==> src/rtl/status_flag_pkg.sv <==
package status_flag_pkg;
  localparam int unsigned STAT_W   = 8;
  localparam int unsigned POLL_BIT = 7;
  localparam int unsigned TOG_BIT  = 6;
  localparam int unsigned FAIL_BIT = 5;
  localparam int unsigned STEP_BIT = 4;
  localparam int unsigned ERST_BIT = 3;
  localparam int unsigned RSV_W    = 3;

  typedef enum logic {
    OP_PROGRAM = 1'b0,
    OP_ERASE   = 1'b1
  } op_kind_e;
endpackage

==> src/rtl/status_toggle.sv <==
module status_toggle (
  input  logic clk_i,
  input  logic rst_ni,
  input  logic active_i,
  input  logic strobe_i,
  output logic toggle_o
);
  logic strobe_q;
  logic tog_q;
  logic fall;

  assign fall = strobe_q & ~strobe_i;

  always_ff @(posedge clk_i or negedge rst_ni) begin
    if (!rst_ni) begin
      strobe_q <= 1'b0;
      tog_q    <= 1'b0;
    end else begin
      strobe_q <= strobe_i;
      if (fall && active_i) tog_q <= ~tog_q;
    end
  end

  assign toggle_o = tog_q;

  a_r5_flip_on_fall: assert property (@(posedge clk_i) disable iff (!rst_ni)
    (active_i && strobe_q && !strobe_i) |=> (toggle_o != $past(toggle_o)));

  a_r6_hold_otherwise: assert property (@(posedge clk_i) disable iff (!rst_ni)
    (!active_i || !strobe_q || strobe_i) |=> $stable(toggle_o));
endmodule

==> src/rtl/status_encoder.sv <==
module status_encoder
  import status_flag_pkg::*;
(
  input  logic              active_i,
  input  op_kind_e          op_i,
  input  logic              window_open_i,
  input  logic              exceeded_i,
  input  logic              prog_d7_i,
  input  logic              toggle_i,
  output logic [STAT_W-1:0] word_o
);
  logic [STAT_W-1:0] raw;

  always_comb begin
    raw           = '0;
    raw[POLL_BIT] = (op_i == OP_ERASE) ? 1'b0 : ~prog_d7_i;
    raw[TOG_BIT]  = toggle_i;
    raw[FAIL_BIT] = exceeded_i;
    raw[STEP_BIT] = exceeded_i & (op_i == OP_ERASE);
    raw[ERST_BIT] = (op_i == OP_ERASE) & ~window_open_i;
  end

  for (genvar i = 0; i < STAT_W; i++) begin : g_gate
    if (i < RSV_W) begin : g_rsv
      assign word_o[i] = 1'b0;
    end else begin : g_bit
      assign word_o[i] = raw[i] & active_i;
    end
  end
endmodule

==> src/rtl/status_flag_gen.sv <==
module status_flag_gen
  import status_flag_pkg::*;
(
  input  logic              clk_i,
  input  logic              rst_ni,
  input  logic              op_erase_i,
  input  logic              busy_i,
  input  logic              window_open_i,
  input  logic              exceeded_i,
  input  logic              prog_d7_i,
  input  logic              rd_strobe_i,
  output logic [STAT_W-1:0] status_o,
  output logic              status_sel_o
);
  logic     active;
  logic     toggle;
  op_kind_e op_kind;

  assign active       = busy_i | window_open_i | exceeded_i;
  assign status_sel_o = active;
  assign op_kind      = op_kind_e'(op_erase_i);

  status_toggle u_toggle (
    .clk_i    (clk_i),
    .rst_ni   (rst_ni),
    .active_i (active),
    .strobe_i (rd_strobe_i),
    .toggle_o (toggle)
  );

  status_encoder u_enc (
    .active_i      (active),
    .op_i          (op_kind),
    .window_open_i (window_open_i),
    .exceeded_i    (exceeded_i),
    .prog_d7_i     (prog_d7_i),
    .toggle_i      (toggle),
    .word_o        (status_o)
  );

  a_r2_idle_zero: assert property (@(posedge clk_i) disable iff (!rst_ni)
    !status_sel_o |-> (status_o == '0));

  a_r3_prog_poll: assert property (@(posedge clk_i) disable iff (!rst_ni)
    (status_sel_o && !op_erase_i) |-> (status_o[POLL_BIT] == !prog_d7_i));

  a_r4_erase_poll_low: assert property (@(posedge clk_i) disable iff (!rst_ni)
    (status_sel_o && op_erase_i) |-> !status_o[POLL_BIT]);

  a_r8_step_needs_fail: assert property (@(posedge clk_i) disable iff (!rst_ni)
    status_o[STEP_BIT] |-> status_o[FAIL_BIT]);

  a_r10_reserved_zero: assert property (@(posedge clk_i) disable iff (!rst_ni)
    status_o[RSV_W-1:0] == '0);
endmodule

==> config.mk <==
export PLATFORM = sky130hd
export DESIGN_NAME = status_flag_gen
export DESIGN_NICKNAME = d
export VERILOG_FILES = /design/src/rtl/status_flag_pkg.sv /design/src/rtl/status_toggle.sv /design/src/rtl/status_encoder.sv /design/src/rtl/status_flag_gen.sv
export SDC_FILE = /design/constraint.sdc
export NUM_CORES = 1
export LEC_CHECK = 0
export BUFFER_PORTS_ARGS = -buffer_cell sky130_fd_sc_hd__buf_2
export CAP_MARGIN = 20
export CORE_AREA = 5 5 42 44
export CTS_BUF_LIST = sky130_fd_sc_hd__clkbuf_4
export CTS_CLUSTER_SIZE = 16
export DETAILED_ROUTE_END_ITERATION = 16
export DIE_AREA = 0 0 47 49
export MAX_ROUTING_LAYER = met4
export PLACE_DENSITY = 0.42
export SETUP_SLACK_MARGIN = 0.2
export SYNTH_ARGS = -nofsm -noshare
export SYNTH_HDL_FRONTEND = slang
export SYNTH_SLANG_ARGS = --single-unit
==> constraint.sdc <==
create_clock -name clk_i -period 2.1 [get_ports clk_i]
set_input_delay 0.21 -clock clk_i [delete_from_list [all_inputs] [get_ports clk_i]]
set_output_delay 0.21 -clock clk_i [all_outputs]
set_load 0.01 [all_outputs]
**Word-level counts from Yosys, hierarchy flattened**

Index checks and enable logic that the tools add are counted.
Widths: inputs -> output; s select.

- Bits in registers: 2
- Bits of input ports: 8
- Output and inout port bits: 9

- Bitwise operators: 14
- Reduce and logical (&&, ||, !) cells: 1
- Muxes and demuxes: 1

Operators by type and width:

| operator | number |
|---|---|
| $and 1x1->1 | 8 |
| $not 1->1 | 4 |
| $or 1x1->1 | 2 |
| $logic_and 1x1->1 | 1 |
| $mux 1 | 1 |

**Depth between registers and ports, before layout**

- Word-level depth: 3
- Depth in mapped cells: 3
- Gate-level depth less buffers: 3

**By module**

A second synthesis with hierarchy kept.

- Cells, all modules: 14
- Area total of the unflattened synthesis: 161.4 um^2

By module, submodules not included:

| module | cells each | seq. area each (um^2) | instances | area each (um^2) |
|---|---|---|---|---|
| status_toggle | 4 | 50.0 | 1 | 86.3 |
| status_encoder | 9 | 0.0 | 1 | 68.8 |
| status_flag_gen | 1 | 0.0 | 1 | 6.3 |

**Least setup slack after synthesis**

Ideal clock, no wire load.

- Path kind: in2out
- From: input exceeded_i
- To: output status_o[3]
- Arrival time: 546 ps
- Required time: 1890 ps
- Stages: 2
- Slack: 1344 ps
- Cells stage by stage: nor2_1 > nor3b_1

- Cells in the longest elaborated chain, start to end: 2

Ends and longest elaborated chain:

| item | RTL line | text |
|---|---|---|
| start, declared | status_flag_gen.sv:9 | `input logic exceeded_i,` |
| $or 1x1->1 | status_flag_gen.sv:19 | `assign active = busy_i \| window_open_i \| exceeded_i;` |
| $and 1x1->1 | status_encoder.sv:27 | `assign word_o[i] = raw[i] & active_i;` |
| end, declared | status_flag_gen.sv:12 | `output logic [STAT_W-1:0] status_o,` |

No other way between the ends.

**Worst setup path after layout**

- From: register u_toggle.tog_q (netlist: u_toggle.toggle_o)
- To: output status_o[6]

- Cells in the longest elaborated chain, start to end: 1

Ends and longest elaborated chain:

| item | RTL line | text |
|---|---|---|
| start, declared | status_toggle.sv:9 | `logic tog_q;` |
| start signal, assigned | status_toggle.sv:20 | `if (fall && active_i) tog_q <= ~tog_q;` |
| $and 1x1->1 | status_encoder.sv:27 |  |

No other way between the ends.

==> qor.csv <==
metric,value,unit
status,completed,
setup TNS,0,ps
Internal Pwr Total,0.140,mW
synthesized area per cell,9.38,µm²
final WL,375,µm
layout cells sized above 1,58.1,%
IO Pins,17,
Iteration-0 DRC Markers,0,
overall routing resource usage,4.77,%
distinct cell type count after synthesis,13,
area of the multi-input gates,77.6,µm²
DRT antenna net count,0,
clock tree buffer depth,2,
nets,41,
Buf/Inv on CP,1,
vias per cell,3.04,
Core Region,1400,µm²
net load switching power,0.0557,mW
Seq. cell area,50.0,µm²
clock skew,0.662,ps
Num Clock Sinks,2,
HP Class,input port to register,
Sequential Power Share,28.5,%
"Clk Latency, worst-skew pair",220,ps
vias in the first global route,164,
reg2reg end,u_toggle.toggle_o$_DFFE_PN0P_,
Die Area,2300,µm²
RR Startpoint,u_toggle.strobe_q$_DFF_PN0_,
GP Congestion,0.556,
Yosys warning count,0,
"Slowest-stage cell, CP",dfrtp_1,
Yosys reg bits,2,
CTS tree,built,
Worst Hold Depth,1,
count of input and output buffers,13,
"Seq/Total Area, Yosys",33.3,%
placed cells,43,
Resize count post-CTS,0,
crit path launch type,register,
critical-path maximum fanout,2,
R2R Setup Slk,1350,ps
placed instance area,216,µm²
cell area after synthesis,150,µm²
Post-Layout Cell Count,47,
min Tclk post-route,1080,ps
Cells after Synth,16,
via count,143,
first-pass GRT wire length,648,µm
"Hold Vio Cnt, Final",0,
HP Start,rd_strobe_i,
initial antenna violation count,0,
DPL Wire Length,299,µm
switching share of power,28.4,%
Die X,47,µm
Power Total,0.196,mW
Starting Density,10.7,%
max_cap viols,0,
crit path DAT,870,ps
total grt overflow,0,
layout overhead on the synthesized area,65.8,%
RSZ-0062 raised after global routing,false,
worst reg-to-reg path cell count,2,
Worst VDD drop,0.367,mV
final core utilization,17.8,%
Max Slew Vio Count,0,
TritonRoute pass-1 iters,1,
"Largest stage delay, worst path",370,ps
Critical Setup Path Class,register to output port,
pwr/cell area,786,nW/µm²
num rows,14,
cts bufs inserted,3,
DR DRC count,0,
period utilization,51.5,%
CTS Root Cell,clkbuf_4,
Post-Layout Inst Area,249,µm²
Crit. End Element,output port,
Leakage,0.128,nW
logic gate share of total power,28.1,%
clock slew at reported path FFs,30,ps
"delay-heaviest family, CP",flip-flops,
Fill cells,152,
clock share of power,43.4,%
ant diodes,0,
fmax,925,MHz
CP cell instances,nor2b_1 -> buf_2,
largest net degree at the start of global routing,5,
routed length per instance,7.98,µm
Final Setup Violations,0,
Vert. Die Dim,49,µm
CTS H-tree lvls,1,
worst path required time,1890,ps
Hold EP,u_toggle.strobe_q$_DFF_PN0_,
## how the worst max path moves through the flow
stage | from | endpoint | cells after the start
floorplan | exceeded_i | status_o[3] | 2
global placement | exceeded_i | status_o[6] | 4
detailed placement | exceeded_i | status_o[6] | 4
CTS | u_toggle.toggle_o$_DFFE_PN0P_ | status_o[6] | 2
global route | u_toggle.toggle_o$_DFFE_PN0P_ | status_o[6] | 2
finish | u_toggle.toggle_o$_DFFE_PN0P_ | status_o[6] | 2
## layout make-up
type,count,area share [%]
multi-input combinational,11,31.2
timing repair buffer,14,30.2
sequential,2,20.1
clock buffer,3,9.05
tap,16,8.04
inverter,1,1.51
## flip-flops by register name, summed over array words and instances, names as in the netlist
register and flops:
u_toggle.toggle_o 1, u_toggle.strobe_q 1
## what timing repair did
action / 4_1_cts / 5_1_grt
endpoints found under the hold margin: 2 / 0
hold buffers: 1 / 0
endpoints found under the setup margin: 0 / 0
setup buffers: 0 / 0
## cells in the mapped netlist (all sizes together)
library cell  count  area share, %
dfrtp             2             33
buf               3             15
nor2              1            2.5
and2              1            4.2
clkbuf            1            2.5
inv               1            2.5
xor2              1            5.8
nor3b             2             13
nor2b             1            4.2
conb              1            2.5
nor3              2             14
## layer usage
layer	vias up	track usage, %	routed length, µm
met4	0	6.91	0
li1	74	-	-
met3	0	2.58	70
met2	13	6.11	172
met5	-	-	0
met1	56	3.74	132
## worst reg2reg max path, stage by stage, from the launching register on
cell	delay [ps]
dfrtp_1	340
nor3b_2	150
xor2_1	140
## metrics by stage
step	setup WS, ps	hold WS (ps)
global placement	1050	-2.79
global route	938	117
finish	1020	119
CTS	1000	109
detailed placement	1060	-3.95
floorplan	1340	-85.6
## power groups by stage
stage | Sequential, mW | Combinational, mW | Clock (mW)
2_1_floorplan | 0.0550 | 0.0333 | 0
3_3_place_gp | 0.0569 | 0.0551 | 0
3_5_place_dp | 0.0567 | 0.0541 | 0
4_1_cts | 0.0563 | 0.0562 | 0.0923
5_1_grt | 0.0591 | 0.0634 | 0.0963
6_report | 0.0558 | 0.0549 | 0.0850
## cells in the final DEF, fill, tap and decap left out
cell	netlist	layout
buf_2	0	13
conb_1	1	3
clkbuf_4	0	3
dfrtp_1	2	2
nor3_4	1	1
inv_1	1	1
nor2b_1	1	1
nor3_1	1	1
nor2_1	1	1
nor3b_1	1	1
nor3b_2	1	1
xor2_1	1	1
and2_1	1	1
dlygate4sd3_1	0	1
## cells by family (layout without fill, tap and decap cells)
logic type / count (synthesis) / after routing / share of synthesized area (%)
other: 1 / 3 / 2.50
AND/OR/NAND/NOR: 7 / 7 / 38.3
buffers and inverters: 5 / 18 / 20.0
XOR/XNOR: 1 / 1 / 5.83
flip-flops: 2 / 2 / 33.3
(Power assumes the default switching activity.)
